`src/rtl/stk_pkg.sv`:
```
package stk_pkg;
  typedef enum logic [1:0] {
    FK_CALL = 2'b00,
    FK_RET  = 2'b01,
    FK_IENT = 2'b10,
    FK_IRET = 2'b11
  } frame_kind_e;

  localparam int unsigned SEL_W      = 3;
  localparam int unsigned STEP_W     = 3;
  localparam int unsigned CALL_BYTES = 2;
  localparam int unsigned INT_BYTES  = 5;

  localparam logic [SEL_W-1:0] SEL_PCL  = 3'd0;
  localparam logic [SEL_W-1:0] SEL_PCH  = 3'd1;
  localparam logic [SEL_W-1:0] SEL_X    = 3'd2;
  localparam logic [SEL_W-1:0] SEL_A    = 3'd3;
  localparam logic [SEL_W-1:0] SEL_CC   = 3'd4;
  localparam logic [SEL_W-1:0] SEL_DATA = 3'd7;

  function automatic logic kind_is_push(frame_kind_e k);
    return (k == FK_CALL) || (k == FK_IENT);
  endfunction

  function automatic logic [STEP_W-1:0] kind_len(frame_kind_e k);
    if (k == FK_IENT || k == FK_IRET) return STEP_W'(INT_BYTES);
    return STEP_W'(CALL_BYTES);
  endfunction
endpackage

```
`src/rtl/stk_ptr_reg.sv`:
```
module stk_ptr_reg #(
  parameter int unsigned     PTR_W    = 11,
  parameter int unsigned     WIN_W    = 5,
  parameter logic [PTR_W-1:0] WIN_BASE = 11'h060,
  parameter logic [PTR_W-1:0] RSP_VAL  = 11'h07E
) (
  input  logic             clk_i,
  input  logic             rst_ni,
  input  logic             load_i,
  input  logic             dec_i,
  input  logic             inc_i,
  output logic [PTR_W-1:0] sp_o,
  output logic [PTR_W-1:0] sp_up_o
);
  localparam int unsigned HI_W = PTR_W - WIN_W;
  localparam logic [HI_W-1:0] HI_BITS = WIN_BASE[PTR_W-1:WIN_W];
  localparam logic [WIN_W-1:0] LOW_RST = RSP_VAL[WIN_W-1:0];

  logic [WIN_W-1:0] low_q;
  logic [WIN_W-1:0] low_up, low_dn;

  // only the low window bits move; wrap is natural modulo 2**WIN_W
  assign low_up = low_q + 1'b1;
  assign low_dn = low_q - 1'b1;

  always_ff @(posedge clk_i or negedge rst_ni) begin
    if (!rst_ni)     low_q <= LOW_RST;
    else if (load_i) low_q <= LOW_RST;
    else if (dec_i)  low_q <= low_dn;
    else if (inc_i)  low_q <= low_up;
  end

  assign sp_o    = {HI_BITS, low_q};
  assign sp_up_o = {HI_BITS, low_up};
endmodule

```
`src/rtl/stk_frame_seq.sv`:
```
module stk_frame_seq
  import stk_pkg::*;
(
  input  logic              clk_i,
  input  logic              rst_ni,
  input  logic              abort_i,
  input  logic              start_i,
  input  frame_kind_e       kind_i,
  output logic              active_o,
  output frame_kind_e       kind_o,
  output logic [STEP_W-1:0] step_o
);
  logic              active_q;
  frame_kind_e       kind_q;
  logic [STEP_W-1:0] step_q;
  logic              last;

  assign last = (step_q == kind_len(kind_q) - 1'b1);

  always_ff @(posedge clk_i or negedge rst_ni) begin
    if (!rst_ni) begin
      active_q <= 1'b0;
      kind_q   <= FK_CALL;
      step_q   <= '0;
    end else if (abort_i) begin
      active_q <= 1'b0;
      step_q   <= '0;
    end else if (active_q) begin
      if (last) begin
        active_q <= 1'b0;
        step_q   <= '0;
      end else begin
        step_q <= step_q + 1'b1;
      end
    end else if (start_i) begin
      active_q <= 1'b1;
      kind_q   <= kind_i;
      step_q   <= '0;
    end
  end

  assign active_o = active_q;
  assign kind_o   = kind_q;
  assign step_o   = step_q;
endmodule

```
`src/rtl/stk_sel_map.sv`:
```
module stk_sel_map
  import stk_pkg::*;
(
  input  frame_kind_e       kind_i,
  input  logic [STEP_W-1:0] step_i,
  output logic              wr_o,
  output logic [SEL_W-1:0]  sel_o
);
  logic [STEP_W-1:0] len;

  assign len  = kind_len(kind_i);
  assign wr_o = kind_is_push(kind_i);

  // pushes go PCL upward, pulls mirror the order from the top of the frame
  always_comb begin
    if (wr_o) sel_o = SEL_W'(step_i);
    else      sel_o = SEL_W'(len - 1'b1 - step_i);
  end
endmodule

```
`src/rtl/stack_ptr_unit.sv`:
```
module stack_ptr_unit
  import stk_pkg::*;
#(
  parameter int unsigned      PTR_W    = 11,
  parameter int unsigned      WIN_W    = 5,
  parameter logic [PTR_W-1:0] WIN_BASE = 11'h060,
  parameter logic [PTR_W-1:0] RSP_VAL  = 11'h07E
) (
  input  logic             clk_i,
  input  logic             rst_ni,
  input  logic             rsp_i,
  input  logic             push_i,
  input  logic             pull_i,
  input  logic             frame_req_i,
  input  logic [1:0]       frame_kind_i,
  output logic             acc_o,
  output logic             wr_o,
  output logic [PTR_W-1:0] addr_o,
  output logic [2:0]       sel_o,
  output logic             busy_o,
  output logic [PTR_W-1:0] sp_o
);
  logic              active;
  frame_kind_e       kind;
  logic [STEP_W-1:0] step;
  logic              map_wr;
  logic [SEL_W-1:0]  map_sel;
  logic [PTR_W-1:0]  sp, sp_up;
  logic              frame_acc, idle_ok, do_push, do_pull, start;

  assign frame_acc = active && !rsp_i;
  assign idle_ok   = !active && !rsp_i && !frame_req_i;
  assign do_push   = idle_ok && push_i;
  assign do_pull   = idle_ok && pull_i && !push_i;
  assign start     = !active && !rsp_i && frame_req_i;

  stk_frame_seq u_seq (
    .clk_i    (clk_i),
    .rst_ni   (rst_ni),
    .abort_i  (rsp_i),
    .start_i  (start),
    .kind_i   (frame_kind_e'(frame_kind_i)),
    .active_o (active),
    .kind_o   (kind),
    .step_o   (step)
  );

  stk_sel_map u_map (
    .kind_i (kind),
    .step_i (step),
    .wr_o   (map_wr),
    .sel_o  (map_sel)
  );

  stk_ptr_reg #(
    .PTR_W    (PTR_W),
    .WIN_W    (WIN_W),
    .WIN_BASE (WIN_BASE),
    .RSP_VAL  (RSP_VAL)
  ) u_ptr (
    .clk_i   (clk_i),
    .rst_ni  (rst_ni),
    .load_i  (rsp_i),
    .dec_i   (acc_o && wr_o),
    .inc_i   (acc_o && !wr_o),
    .sp_o    (sp),
    .sp_up_o (sp_up)
  );

  assign acc_o  = frame_acc || do_push || do_pull;
  assign wr_o   = frame_acc ? map_wr : do_push;
  assign sel_o  = frame_acc ? map_sel : SEL_DATA;
  assign addr_o = (acc_o && !wr_o) ? sp_up : sp;
  assign busy_o = active;
  assign sp_o   = sp;
endmodule

```
`config.mk`:
```
export PLATFORM = sky130hd
export DESIGN_NAME = stack_ptr_unit
export DESIGN_NICKNAME = d
export VERILOG_FILES = /design/src/rtl/stk_pkg.sv /design/src/rtl/stk_ptr_reg.sv /design/src/rtl/stk_frame_seq.sv /design/src/rtl/stk_sel_map.sv /design/src/rtl/stack_ptr_unit.sv
export SDC_FILE = /design/constraint.sdc
export NUM_CORES = 1
export LEC_CHECK = 0
export BUFFER_PORTS_ARGS = -buffer_cell sky130_fd_sc_hd__buf_4
export CAP_MARGIN = 25
export CORE_MARGIN = 4
export CORE_UTILIZATION = 45
export DETAILED_ROUTE_END_ITERATION = 8
export GPL_ROUTABILITY_DRIVEN = 0
export PLACE_DENSITY = 0.73
export SETUP_SLACK_MARGIN = 0.02
export SKIP_LAST_GASP = 1
export SLEW_MARGIN = 20
export SYNTH_ARGS = -nofsm -noshare
export SYNTH_HDL_FRONTEND = slang
export SYNTH_SLANG_ARGS = --single-unit
```
`constraint.sdc`:
```
create_clock -name clk_i -period 2.2 [get_ports clk_i]
set_input_delay 0.11 -clock clk_i [delete_from_list [all_inputs] [get_ports clk_i]]
set_output_delay 0.11 -clock clk_i [all_outputs]
set_load 0.05 [all_outputs]
```
==> reports/summary.txt <==
Die Ht: 55.9 µm
H-tree levels: 1
Yosys cell types: 38
Setup_tns: 0 ps
Design internal power: 0.000585 W
Post-Syn Area per Cell: 8.54 µm²
Commonest non-fill, non-tap cells in the layout: buf_4, nand2_1, conb_1
# IOs: 36
Register area share after synthesis: 27.1%
Sw Share: 52.0%
Post-DR vias/cell: 5.28
Starting density of the core: 47.2%
Largest family of logic cells by synthesized area: simple AND/OR/NAND/NOR gates
Slowest cell on crit path: or4b_4
Synth Area in XOR/XNOR: 6.78%
IO Port Bufs: 23
Final HPWL DP: 1.82 mm
FF-to-FF path depth: 6
Antenna-violating nets left: 0
Initial antenna violation count: 0
Crit-path max FO: 10
Clock latency on the worst-skew pair: 280 ps
Post-Synthesis Cells: 121
Met2 usage: 28.9%
CTS Root Cell: clkbuf_4
Post-Route WL: 2.40 mm
Dpl cells: 164
Post-Place Setup Slack: 307 ps
DR pass1 iterations: 4
Post-synthesis mux area share: 2.18%
M3 GR Usage: 4.41%
Worst reg2reg endpoint: u_ptr.low_q[4]
DRC violations left: 0
CTS buffer count: 3
GRT Total Usage: 15.8%
Final min period: 2140 ps
Post-synth EDFFs: 0
Sequential Power Share: 28.6%
Peak Freq: 0.466 GHz
Critical path launch point type: flip-flop
Die W: 55.9 µm
Cell count of the worst hold path: 2
CP max stage delay: 580 ps
Most used cell, CP: buf_4
Worst Path Arrival: 2030 ps
Gr busiest metal: met2
Max rail drop VDD: 478 µV
Worst Path Required: 2090 ps
Vias in the first global route: 868
Clk buf depth: 2
Worst R2R Setup Slack: 280 ps
Pin count of the biggest net entering global routing: 20
Leakage dissipation: 0.561 nW
Share of the cycle needed by the critical path after routing: 97.5%
Iter 0 DRT Violations: 7
Commonest non-fill, non-tap cell in the layout: buf_4
Met1 usage: 16.7%
CTS tree: done
Crit. End Element: output port
Layout area overhead: 21.5%
Final worst setup slack: 56.1 ps
Slew Viols, Final: 0
Min Hold Slack: 64.9 ps
Simple-gate share of the synthesized area: 24.7%
Clk slew on worst S/H paths: 80 ps
CTS sink count: 11
Grt ovf: 0
Clock share of power: 12.0%
Adder-cell share of the synthesized area: 6.05%
ANT cells: 0
Main synth FF type: dfrtp_1
Yosys Warn Count: 0
Setup Viol. Count Final: 0
Post-synthesis cell area: 1030 µm²
Synth Area in Compound Gates: 17.3%
Worst Skew: 9.69 ps
Core Box Area: 2190 µm²
HP Start: frame_kind_i[1]
Non-filler cells, final: 171
Unrepaired setup endpoints after global routing: true
Outcome: finished clean
Comb power frac: 59.4%
Drt wl/cell: 14.0 µm
Std-Cell Rows: 17
Synth Register Bits: 11
Power, Total: 0.00122 W
First-pass GRT wire length: 3.86 mm
WHS Endpoint: u_seq.kind_o[1]
Layout cell share with drive strength beyond 1: 34.3%
R2r startpoint: u_seq.active_o
Pwr/cell area: 969 nW/µm²
Final-report hold violation count: 0
Die area: 3130 µm²
Worst setup path category: flip-flop to output port
Final nets: 157
Total number of vias: 903
Async SR Flop Fraction: 100%
Hold Crit Class: primary input to flip-flop
MaxCap Viol Count: 0
Sw power: 0.000633 W
Worst-path cell chain: buf_4, buf_4, or4b_4, and2_4, inv_4, buf_4
worst max-delay path, delay by kind of cell (launching register included):
kind                   cells  cell delay [ps]
buffers and inverters      4              560
DFF                        1              390
and+or+nand+nor            2              800
area by class of cell:
class                      count  area, µm²
tap                           28       35.0
clock inverter                 1       5.00
timing repair buffer          27        209
multi-input combinational     95        679
fill                         207        935
sequential                    11        280
inverter                       6       25.0
clock buffer                   3       22.5
power groups by stage:
stage               registers [W]  logic, W  clock network [W]
floorplan                0.000400  0.000512                  0
global placement         0.000347  0.000702                  0
detailed placement       0.000352  0.000710                  0
CTS                      0.000348  0.000720           0.000155
global route             0.000358  0.000761           0.000168
finish                   0.000349  0.000723           0.000146
logic make-up after synthesis:
group	after synthesis
compound gates	22
xor+xnor	8
fa+ha+maj	5
buf+inv	25
flops	11
mux	2
other cells	2
simple gates	46
through the flow:
stage | area (µm²) | utilization (%)
after global placement | 1200 | 54.8
after global routing | 1260 | 57.3
after detailed placement | 1200 | 54.8
final | 1260 | 57.3
after CTS | 1240 | 56.7
after floorplan | 1120 | -
cell usage after synthesis (4+ instances only):
| library cell | n | area share, % |
|---|---|---|
| clkbuf_1 | 5 | 1.8 |
| xnor2_1 | 7 | 5.9 |
| inv_1 | 5 | 1.8 |
| dfstp_2 | 4 | 10 |
| nand2b_1 | 4 | 2.4 |
| buf_4 | 12 | 8.7 |
| ha_1 | 5 | 6.1 |
| dfrtp_1 | 7 | 17 |
| nand2_1 | 12 | 4.4 |
| o21ai_0 | 6 | 2.9 |
| nor2b_1 | 4 | 2.4 |
| nor2_1 | 6 | 2.2 |
| nor3_1 | 6 | 2.9 |
sequential cells by signal, indices dropped and copies added (netlist names):
| register | cells |
|---|---|
| u_ptr.low_q | 5 |
| u_seq.active_o | 1 |
| u_seq.kind_o | 2 |
| u_seq.step_o | 3 |
what timing repair did:
item                                   4_1_cts  5_1_grt
hold buffers                                 1        0
setup buffers                                0        2
endpoints found under the hold margin       11        0
setup endpoints to repair                    1        1
gates resized for setup                      1        0
cloned                                       0        0
pin swaps                                    2        4
metal layers:
layer | wire length [µm] | vias up
li1 | - | 439
met3 | 115 | 6
met5 | 0 | -
met1 | 937 | 435
met2 | 1300 | 23
met4 | 48 | 0
worst max-delay path by stage:
stage / start / endpoint / slack, ps / cells past startpoint
2_1_floorplan: u_seq.active_o / addr_o[4] / -60 / 5
3_3_place_gp: u_seq.active_o / addr_o[4] / 350 / 5
3_5_place_dp: u_seq.active_o / addr_o[4] / 310 / 5
4_1_cts: u_seq.active_o / addr_o[4] / 20 / 5
5_1_grt: u_seq.active_o / addr_o[4] / -2 / 5
6_report: u_seq.active_o / wr_o / 60 / 6
(Power assumes the default switching activity.)
